### src/rtl/pwm_bank_pkg.sv
// Package: shared constants and helpers for the PWM timer bank.
// Assumes four PWM channels plus one output-less timer, and a 32-bit data word.
package pwm_bank_pkg;

    localparam int STRIDE   = 3;    // words per channel
    localparam int SLOT_CNT = 0;
    localparam int SLOT_CMP = 1;
    localparam int SLOT_OBS = 2;

    // Field order inside a PWM channel's 4-bit control group
    localparam int F_START = 0;
    localparam int F_UPD   = 1;
    localparam int F_INV   = 2;
    localparam int F_ARL   = 3;

    // Timer-only channel control bits
    localparam int T_START = 24;
    localparam int T_UPD   = 25;
    localparam int T_ARL   = 26;

    // Lowest control bit of PWM channel n
    function automatic int grp_base(int n);
        return (n == 0) ? 0 : 8 + 4 * n;
    endfunction

    // Word address of a channel slot
    function automatic int buf_addr(int n, int slot);
        return 1 + STRIDE * n + slot;
    endfunction

    // Mask of implemented control bits
    function automatic logic [31:0] ctrl_mask_f(int npwm);
        logic [31:0] m;
        m = '0;
        for (int n = 0; n < npwm; n++) m[grp_base(n) +: 4] = 4'hF;
        m[T_START] = 1'b1;
        m[T_UPD]   = 1'b1;
        m[T_ARL]   = 1'b1;
        return m;
    endfunction

    // A running channel at zero with auto-reload set reloads on its tick
    function automatic logic reload_due(logic start, logic tick, logic arl, logic zero);
        return start & tick & arl & zero;
    endfunction

endpackage

### src/rtl/pwm_regfile.sv
// Register file: control word, count/compare buffers and a registered read port.
// Assumes control-bit layout from pwm_bank_pkg; live counts come from the counters.
module pwm_regfile
    import pwm_bank_pkg::*;
#(
    parameter int DATA_W  = 32,
    parameter int ADDR_W  = 4,
    parameter int NUM_PWM = 4,
    localparam int NUM_CH = NUM_PWM + 1
) (
    input  logic                           clk,
    input  logic                           rst_n,
    input  logic                           wr_en,
    input  logic [ADDR_W-1:0]              wr_addr,
    input  logic [DATA_W-1:0]              wr_data,
    input  logic                           rd_en,
    input  logic [ADDR_W-1:0]              rd_addr,
    input  logic [NUM_CH-1:0][DATA_W-1:0]  live_cnt,
    output logic [NUM_CH-1:0]              start_o,
    output logic [NUM_CH-1:0]              upd_o,
    output logic [NUM_CH-1:0]              arl_o,
    output logic [NUM_PWM-1:0]             inv_o,
    output logic [NUM_CH-1:0][DATA_W-1:0]  cnt_buf_o,
    output logic [NUM_PWM-1:0][DATA_W-1:0] cmp_buf_o,
    output logic [DATA_W-1:0]              rd_data,
    output logic                           rd_valid
);
    localparam logic [31:0] CTRL_MASK = ctrl_mask_f(NUM_PWM);
    localparam int          TMR       = NUM_PWM;

    logic [31:0]              ctrl_q;
    logic [NUM_CH-1:0][DATA_W-1:0]  cnt_buf_q;
    logic [NUM_PWM-1:0][DATA_W-1:0] cmp_buf_q;
    logic [DATA_W-1:0]        rd_next;

    // Control word write, keeping only implemented bits
    always_ff @(posedge clk) begin
        if (!rst_n)                          ctrl_q <= '0;
        else if (wr_en && wr_addr == '0)     ctrl_q <= 32'(wr_data) & CTRL_MASK;
    end

    for (genvar n = 0; n < NUM_CH; n++) begin : g_cnt_buf
        localparam logic [ADDR_W-1:0] A_CNT = ADDR_W'(buf_addr(n, SLOT_CNT));
        // Count buffer write for channel n
        always_ff @(posedge clk) begin
            if (!rst_n)                         cnt_buf_q[n] <= '0;
            else if (wr_en && wr_addr == A_CNT) cnt_buf_q[n] <= wr_data;
        end
    end

    for (genvar n = 0; n < NUM_PWM; n++) begin : g_pwm_ctl
        localparam logic [ADDR_W-1:0] A_CMP = ADDR_W'(buf_addr(n, SLOT_CMP));
        // Compare buffer write for channel n
        always_ff @(posedge clk) begin
            if (!rst_n)                         cmp_buf_q[n] <= '0;
            else if (wr_en && wr_addr == A_CMP) cmp_buf_q[n] <= wr_data;
        end
        assign start_o[n] = ctrl_q[grp_base(n) + F_START];
        assign upd_o[n]   = ctrl_q[grp_base(n) + F_UPD];
        assign inv_o[n]   = ctrl_q[grp_base(n) + F_INV];
        assign arl_o[n]   = ctrl_q[grp_base(n) + F_ARL];
    end

    assign start_o[TMR] = ctrl_q[T_START];
    assign upd_o[TMR]   = ctrl_q[T_UPD];
    assign arl_o[TMR]   = ctrl_q[T_ARL];
    assign cnt_buf_o    = cnt_buf_q;
    assign cmp_buf_o    = cmp_buf_q;

    // Read decode; unmapped words return zero
    always_comb begin
        rd_next = '0;
        if (rd_addr == '0) rd_next = DATA_W'(ctrl_q);
        for (int n = 0; n < NUM_CH; n++) begin
            if (rd_addr == ADDR_W'(buf_addr(n, SLOT_CNT))) rd_next = cnt_buf_q[n];
            if (rd_addr == ADDR_W'(buf_addr(n, SLOT_OBS))) rd_next = live_cnt[n];
        end
        for (int n = 0; n < NUM_PWM; n++) begin
            if (rd_addr == ADDR_W'(buf_addr(n, SLOT_CMP))) rd_next = cmp_buf_q[n];
        end
    end

    // Registered read return
    always_ff @(posedge clk) begin
        if (!rst_n) begin
            rd_data  <= '0;
            rd_valid <= 1'b0;
        end else begin
            rd_valid <= rd_en;
            if (rd_en) rd_data <= rd_next;
        end
    end

    AST_READ_ONE_CYCLE: assert property (@(posedge clk) disable iff (!rst_n)
        rd_en |=> rd_valid);
    AST_NO_SPURIOUS_VALID: assert property (@(posedge clk) disable iff (!rst_n)
        !rd_en |=> !rd_valid);

endmodule

### src/rtl/pwm_down_counter.sv
// One channel's working counter: buffer load, down count, auto-reload, zero pulse.
// Assumes tick is a one-cycle enable from an external prescaler.
module pwm_down_counter
    import pwm_bank_pkg::*;
#(
    parameter int CNT_W = 32
) (
    input  logic             clk,
    input  logic             rst_n,
    input  logic             tick,
    input  logic             start,
    input  logic             upd,
    input  logic             arl,
    input  logic [CNT_W-1:0] cnt_buf,
    output logic [CNT_W-1:0] cnt_o,
    output logic             irq_o
);
    logic [CNT_W-1:0] cnt_q;
    logic             irq_q;
    logic             zero;

    assign zero = (cnt_q == '0);

    // Counter update: manual load wins, then reload at zero, then decrement
    always_ff @(posedge clk) begin
        if (!rst_n) begin
            cnt_q <= '0;
            irq_q <= 1'b0;
        end else begin
            irq_q <= 1'b0;
            if (upd) begin
                cnt_q <= cnt_buf;
            end else if (reload_due(start, tick, arl, zero)) begin
                cnt_q <= cnt_buf;
            end else if (start && tick && !zero) begin
                cnt_q <= cnt_q - 1'b1;
                irq_q <= (cnt_q == CNT_W'(1));
            end
        end
    end

    assign cnt_o = cnt_q;
    assign irq_o = irq_q;

    AST_IRQ_SINGLE: assert property (@(posedge clk) disable iff (!rst_n)
        irq_q |=> !irq_q);
    AST_IRQ_AT_ZERO: assert property (@(posedge clk) disable iff (!rst_n)
        irq_q |-> zero);
    AST_UPD_COPIES: assert property (@(posedge clk) disable iff (!rst_n)
        upd |=> cnt_q == $past(cnt_buf));
    AST_HALT_HOLDS: assert property (@(posedge clk) disable iff (!rst_n)
        (!upd && !(start && tick)) |=> $stable(cnt_q));
    AST_STEP_ONE: assert property (@(posedge clk) disable iff (!rst_n)
        (!upd && start && tick && !zero) |=> cnt_q == $past(cnt_q) - 1'b1);

endmodule

### src/rtl/pwm_compare.sv
// Working compare register and output level for one PWM channel.
// Assumes it sees the same control inputs and live count as its counter.
module pwm_compare
    import pwm_bank_pkg::*;
#(
    parameter int CNT_W = 32
) (
    input  logic             clk,
    input  logic             rst_n,
    input  logic             tick,
    input  logic             start,
    input  logic             upd,
    input  logic             arl,
    input  logic             inv,
    input  logic [CNT_W-1:0] cnt,
    input  logic [CNT_W-1:0] cmp_buf,
    output logic             pwm_o
);
    logic [CNT_W-1:0] cmp_q;

    // Compare load on manual update or auto-reload, in step with the counter
    always_ff @(posedge clk) begin
        if (!rst_n)
            cmp_q <= '0;
        else if (upd || reload_due(start, tick, arl, cnt == '0))
            cmp_q <= cmp_buf;
    end

    assign pwm_o = (cnt > cmp_q) ^ inv;

    AST_CMP_LOADED: assert property (@(posedge clk) disable iff (!rst_n)
        upd |=> cmp_q == $past(cmp_buf));
    AST_IDLE_LEVEL: assert property (@(posedge clk) disable iff (!rst_n)
        (cnt == '0) |-> (pwm_o == inv));

endmodule

### src/rtl/pwm_timer_bank.sv
// Top: register file plus four PWM channels and one output-less countdown timer.
// Assumes tick_en comes from a separate prescaler; no bus bridging here.
module pwm_timer_bank
    import pwm_bank_pkg::*;
#(
    parameter int DATA_W  = 32,
    parameter int NUM_PWM = 4,
    localparam int NUM_CH = NUM_PWM + 1,
    localparam int ADDR_W = $clog2(1 + STRIDE * NUM_CH)
) (
    input  logic               clk,
    input  logic               rst_n,
    input  logic [NUM_CH-1:0]  tick_en,
    input  logic               wr_en,
    input  logic [ADDR_W-1:0]  wr_addr,
    input  logic [DATA_W-1:0]  wr_data,
    input  logic               rd_en,
    input  logic [ADDR_W-1:0]  rd_addr,
    output logic [DATA_W-1:0]  rd_data,
    output logic               rd_valid,
    output logic [NUM_PWM-1:0] pwm_out,
    output logic [NUM_CH-1:0]  irq
);
    logic [NUM_CH-1:0]              start, upd, arl;
    logic [NUM_PWM-1:0]             inv;
    logic [NUM_CH-1:0][DATA_W-1:0]  cnt_buf, live_cnt;
    logic [NUM_PWM-1:0][DATA_W-1:0] cmp_buf;

    pwm_regfile #(.DATA_W(DATA_W), .ADDR_W(ADDR_W), .NUM_PWM(NUM_PWM)) u_regs (
        .clk(clk), .rst_n(rst_n),
        .wr_en(wr_en), .wr_addr(wr_addr), .wr_data(wr_data),
        .rd_en(rd_en), .rd_addr(rd_addr), .live_cnt(live_cnt),
        .start_o(start), .upd_o(upd), .arl_o(arl), .inv_o(inv),
        .cnt_buf_o(cnt_buf), .cmp_buf_o(cmp_buf),
        .rd_data(rd_data), .rd_valid(rd_valid)
    );

    for (genvar n = 0; n < NUM_CH; n++) begin : g_ch
        pwm_down_counter #(.CNT_W(DATA_W)) u_cnt (
            .clk(clk), .rst_n(rst_n), .tick(tick_en[n]),
            .start(start[n]), .upd(upd[n]), .arl(arl[n]),
            .cnt_buf(cnt_buf[n]), .cnt_o(live_cnt[n]), .irq_o(irq[n])
        );
        if (n < NUM_PWM) begin : g_out
            pwm_compare #(.CNT_W(DATA_W)) u_cmp (
                .clk(clk), .rst_n(rst_n), .tick(tick_en[n]),
                .start(start[n]), .upd(upd[n]), .arl(arl[n]), .inv(inv[n]),
                .cnt(live_cnt[n]), .cmp_buf(cmp_buf[n]), .pwm_o(pwm_out[n])
            );
        end
    end

endmodule

### config.mk
export PLATFORM = sky130hd
export DESIGN_NAME = pwm_timer_bank
export DESIGN_NICKNAME = d
export VERILOG_FILES = /design/src/rtl/pwm_bank_pkg.sv /design/src/rtl/pwm_regfile.sv /design/src/rtl/pwm_down_counter.sv /design/src/rtl/pwm_compare.sv /design/src/rtl/pwm_timer_bank.sv
export SDC_FILE = /design/constraint.sdc
export NUM_CORES = 2
export LEC_CHECK = 0
export ABC_AREA = 1
export ABC_CLOCK_PERIOD_IN_PS = 1900
export BUFFER_PORTS_ARGS = -buffer_cell sky130_fd_sc_hd__buf_2
export CORE_MARGIN = 4
export CORE_UTILIZATION = 45
export DETAILED_ROUTE_END_ITERATION = 10
export HOLD_SLACK_MARGIN = 0.06
export PLACE_DENSITY = 0.72
export SETUP_SLACK_MARGIN = 0.02
export SYNTH_ARGS = -nofsm -noshare
export SYNTH_HDL_FRONTEND = slang
export SYNTH_SLANG_ARGS = --single-unit
### constraint.sdc
create_clock -name clk -period 1.9 [get_ports clk]
set_input_delay 0.19 -clock clk [delete_from_list [all_inputs] [get_ports clk]]
set_output_delay 0.19 -clock clk [all_outputs]
set_load 0.01 [all_outputs]
# Word level (Yosys, flattened, before mapping)
# Index checks and enable logic that the tools add are counted.
[totals]
ram_bits = 0
rom_bits = 0
latch_bits = 0
regBits = 633
n_memories = 0
[op_classes]
bitwise_logic = 25
mul = 0
mux = 30
reduce_logical = 46
n_eq_ne = 28
shift = 0
n_addsub = 5
magnitude_cmp = 4
div_mod_pow = 0
[ops]
columns = ["operator", "count"]
rows = [
  ["two-way mux 32 bit", 29],
  ["== test 32 x 1 -> 1 bit (second input constant)", 5],
  ["logical NOT 32 bit", 5],
  ["subtractor 32 x 1 -> 32 bit (second input constant)", 5],
  ["> comparator 32 bit", 4],
  ["== test 4 bit (second input constant)", 11],
  ["== test 4 x 3 -> 1 bit (second input constant)", 7],
  ["two-way mux 27 bit", 1],
  ["logical AND 1 bit", 20],
  ["OR reduction 4 bit", 5],
  ["bitwise AND 1 bit", 15],
  ["nonzero test 3 bit", 5],
  ["== test 4 x 2 -> 1 bit (second input constant)", 3],
  ["== test 4 x 1 -> 1 bit (second input constant)", 2],
  ["logical NOT 4 bit", 2],
  ["inverter 1 bit", 6],
  ["logical NOT 1 bit", 5],
  ["logical OR 1 bit", 4],
  ["bitwise XOR 1 bit", 4],
]

# Longest topological paths before layout
[logic_depth]
word_depth = 16
mapped_depth = 15
depth_no_buf = 15

# Cells and area by module
# Synthesis repeated with hierarchy kept, for this count alone.
[unflattened]
cells_unflattened = 6263
area_unflattened_um2 = 38271.7
[modules_own_cells]
columns = ["mod", "instances", "area_per_inst_um2", "cells_per_inst"]
rows = [
  ["pwm_regfile", 1, 15504.9, 2387],
  ["pwm_down_counter", 5, 2697.6, 500],
  ["pwm_compare", 4, 2319.7, 344],
]

# Worst setup path after synthesis
# No wires, ideal clock.
[synth_timing]
kind = "flip-flop to output port"
from = "reg g_ch[1].u_cnt.cnt_q[31]"
to = "out pwm_out[1]"
stages_incl_launch_ff = 14
arrival_time_ps = 1718
t_required_ps = 1710
slack_ps = -8
path_cell_list = "dfxtp_1 > ha_1 > nand2_1 > inv_1 > nand3_1 > nor4_1 > inv_1 > nor4_1 > nand2_1 > nand2_1 > nand2_1 > nand2_1 > nand2_1 > buf_4"
[synth_via]
elab_chain_cells = 2
[synth_rtl]
columns = ["item", "line", "text"]
rows = [
  ["start, declared", "pwm_down_counter.sv:18", "logic [CNT_W-1:0] cnt_q;"],
  ["start signal, assigned", "pwm_down_counter.sv:32", "cnt_q <= cnt_buf;"],
  ["start signal, assigned", "pwm_down_counter.sv:34", "cnt_q <= cnt_buf;"],
  ["start signal, assigned", "pwm_down_counter.sv:36", "cnt_q <= cnt_q - 1'b1;"],
  ["> comparator 32 bit", "pwm_compare.sv:29", "assign pwm_o = (cnt > cmp_q) ^ inv;"],
  ["bitwise XOR 1 bit", "pwm_compare.sv:29", ""],
  ["end, declared", "pwm_timer_bank.sv:21", "output logic [NUM_PWM-1:0] pwm_out,"],
]
# No other way between the ends.

# Worst setup path in the final report
[layout_timing]
from = "reg g_ch[2].g_out.u_cmp.cmp_q[30]"
to = "out pwm_out[2]"
[layout_via]
elab_chain_cells = 2
[layout_rtl]
columns = ["item", "line", "text"]
rows = [
  ["start, declared", "pwm_compare.sv:19", "logic [CNT_W-1:0] cmp_q;"],
  ["start signal, assigned", "pwm_compare.sv:26", "cmp_q <= cmp_buf;"],
  ["> comparator 32 bit", "pwm_compare.sv:29", ""],
  ["bitwise XOR 1 bit", "pwm_compare.sv:29", ""],
]
# No other way between the ends.

==> flow_metrics.tcl <==
set metrics [dict create \
    status "finished, violations left" \
    ios 91 \
    path_delay_family "simple AND/OR/NAND/NOR gates" \
    synth_top_cell_by_area "dfxtp_1" \
    period_share_pct 162 \
    violations "negative setup slack" \
    drv_slew 0 \
    yosys_register_bits 633 \
    drc_errors 0 \
    cap_violations 0 \
    max_freq_mhz 325 \
    hold_viol 0 \
    synth_top_family_by_area "simple AND/OR/NAND/NOR gates" \
    path_class "flip-flop to output pin" \
    netlist_area_mm2 0.0341 \
    synth_top_area_share_pct 37.2 \
    worst_path_most_repeated_cell "nand2_1" \
    synth.top_cells.by_area "dfxtp_1, nand2_1, nor2_1" \
    vias_per_cell 5.83 \
    yosys.area_share.xor_xnor_pct 2.31 \
    grt_use_total_pct 39.1 \
    fin_nets 6111 \
    portBuffers 90 \
    rsz0062_at_grt "true" \
    synthAdderAreaFrac_pct 5.25 \
    insertion_delay_ns 0.66 \
    cts.reportedPaths.clkPinSlew_ns 0.06 \
    avgSynthCellArea_um2 6.63 \
    grt_overflow 0 \
    dp_slack_ns -0.966 \
    start_util_pct 45.6 \
    yosys.cell_types.count 56 \
    placementRows 100 \
    wl_per_cell_um 24.1 \
    area_growth_pct 41.7 \
    yosysWarnings 0 \
    drive_gt1_share_pct 28.0 \
    worst_slack_ns -1.18 \
    antenna_found_initial 3 \
    clock_skew_ns 0.0424 \
    tightest_slew_ns 1.18 \
    setup_viol 307 \
    hp-class "input port to flip-flop" \
    postRouteAntennaNets 0 \
    hpwlAfterDp_mm 116 \
    cts_tree "yes" \
    cp_max_fo 2 \
    cp_data_required_time_ns 1.71 \
    synth_seq_area_share_pct 37.2 \
    crit_buf_inv 4 \
    max_slew_margin_pct 21.2 \
    fin_util_pct 64.7 \
    grt_pass1_wl_mm 239 \
    synthMuxAreaShare_pct 0 \
    grt_max_degree 114 \
    first_iter_violations 6281 \
    die_h_um 283 \
    wl_mm 167 \
    yosys.area_share.simple_pct 28.6 \
    vdd_drop_max_mv 0.701 \
    synth_compound_area_share_pct 16.5 \
    cts_buffer_depth 3 \
    num_vias 40500 \
    power_leakage_nw 22.4 \
    fp.dieW_um 283 \
    p_per_area_mw_per_mm2 684 \
    crit_path_cell_trace "inv_1 > ha_1 > nand4_1 > nor4_4 > inv_2 > nor4_4 > buf_4 > nand3_2 > nand2_1 > nand2_1 > nand2_1 > buf_2" \
    dr.pass1.iters 9 \
    core_mm2 0.0747 \
    period_needed_ns 3.08 \
    grt_pass1_vias 37100 \
    whs_ns 0.105 \
    netlist_instances 5141 \
    cp_data_arrival_time_ns 2.89 \
    slowest_delay_ns 0.34 \
    worst_path_max_delay_cell "nor4_4" \
    htreeDepth 3 \
    syn_nets 5333 \
    critPathLaunchType "flip-flop" \
    end_kind "output pin" \
    dieArea_mm2 0.0802 \
    clock_sinks 633 \
    gp_congestion 1.10 \
    root_buffer "clkbuf_16" \
    cts_buffers 73 \
]
[stage by stage]
stage	instances	total power, mW	TNS, ns	instance area [um2]
3_3_place_gp	6635	17.4	-62.90	40500
4_1_cts	6910	32.6	-55.81	46600
2_1_floorplan	5141	15.7	0	34100
5_1_grt	6947	33.8	-120.69	48300
3_5_place_dp	6635	17.4	-73.10	40500
6_report	6950	33.0	-93.54	48300
[routing by layer]
metal | GRT usage, % | share of wire [%]
met4 | 24.7 | 8.2
met5 | 0 | 0
met2 | 56.2 | 40
met1 | 51.9 | 38
met3 | 10.4 | 14
[cells by family (layout without fill, tap and decap cells)]
kind of cell	count (synthesis)	after routing
AO/OA/AOI/OAI	1050	1050
AND/OR/NAND/NOR	2358	2358
buffers and inverters	867	1704
other	0	3
flip-flops	633	633
XOR/XNOR	90	90
adder cells (fa/ha/maj)	143	143
[cell type report]
type,instances,area (um2)
fill,6288,26400
clock inverter,32,347
antenna,3,7.51
multi-input combinational,3641,20600
sequential,633,12700
timing repair buffer,993,8970
timing repair inverter,4,72.6
clock buffer,102,2160
inverter,573,2220
tap,969,1210
[final timing paths]
path / start / endpoint / slack (ns) / cells past startpoint
setup / recovery: g_ch[2].g_out.u_cmp.cmp_q[30] / pwm_out[2] / -1.18 / 12
hold reg to reg: g_ch[3].g_out.u_cmp.cmp_q[23] / g_ch[3].g_out.u_cmp.cmp_q[23] / 0.46 / 2
hold / removal: wr_data[26] / u_regs.cnt_buf_o[154] / 0.10 / 3
setup reg to reg: g_ch[2].u_cnt.cnt_o[25] / g_ch[2].u_cnt.cnt_o[7] / -0.70 / 21
[worst reg2reg max path, stage by stage (launching register included)]
cell	delay, ns
dfxtp_2	0.34
buf_6	0.11
buf_6	0.10
buf_6	0.10
buf_6	0.10
buf_6	0.11
nor2_4	0.10
nand2_2	0.07
nor2_4	0.11
nand2_4	0.08
inv_2	0.07
nand3_2	0.08
nor3_2	0.21
buf_4	0.15
nor2_4	0.05
clkinv_4	0.08
buf_12	0.10
buf_8	0.11
buf_8	0.12
a211oi_1	0.05
o21ai_1	0.19
inv_1	0.06
[cells in the final DEF (no fill, tap or decap), drive strengths merged, types with 12 or more instances in the layout]
cell / instances
nand3: 233
buf: 951
nand4: 111
a21oi: 338
nor4: 20
dlygate4sd3: 31
nor2: 834
inv: 571
xnor2: 18
a31oi: 76
nor3: 53
or2: 12
o211ai: 34
nand2: 1089
o21ai: 557
dfxtp: 633
xor2: 72
clkinv: 28
ha: 143
clkbuf: 111
[sequential cells by signal, indices dropped and copies added, names as in the netlist]
signal                  count
u_regs.rd_valid             1
g_ch.g_out.u_cmp.cmp_q    128
u_regs.cnt_buf_o          160
g_ch.u_cnt.irq_o            5
u_regs.ctrl_q              19
u_regs.cmp_buf_o          128
g_ch.u_cnt.cnt_o          160
u_regs.rd_data             32
[what timing repair did]
| item | CTS | global route |
|---|---|---|
| buffers inserted | 83 | 44 |
| pin swaps | 96 | 129 |
| endpoints found under the hold margin | 135 | 0 |
| gates resized for setup | 598 | 355 |
| hold buffers | 31 | 0 |
| gates cloned | 35 | 10 |
| endpoints found under the setup margin | 299 | 312 |
[power by group]
part | switching [mW] | internal, mW
sequential | 0.250 | 13.5
clock | 6.27 | 8.67
combinational | 2.67 | 1.67
[synth_stat cells (all sizes together)]
master	n
nand2	1089
nor2	834
dfxtp	633
inv	568
o21ai	557
a21oi	338
nand3	233
clkbuf	186
ha	143
nand4	111
buf	108
a31oi	76
xor2	72
nor3	53
o211ai	34
nor4	20
xnor2	18
or2	12
o21a	8
a211oi	7
o221ai	6
a22oi	5
clkinv	5
o22ai	5
o31ai	4
and3	3
o2111ai	3
a21o	2
a2111oi	1
a21boi	1
and2	1
nor3b	1
nor4b	1
o21bai	1
o311a	1
o311ai	1
Note: power is estimated with default switching activity, not from simulation.
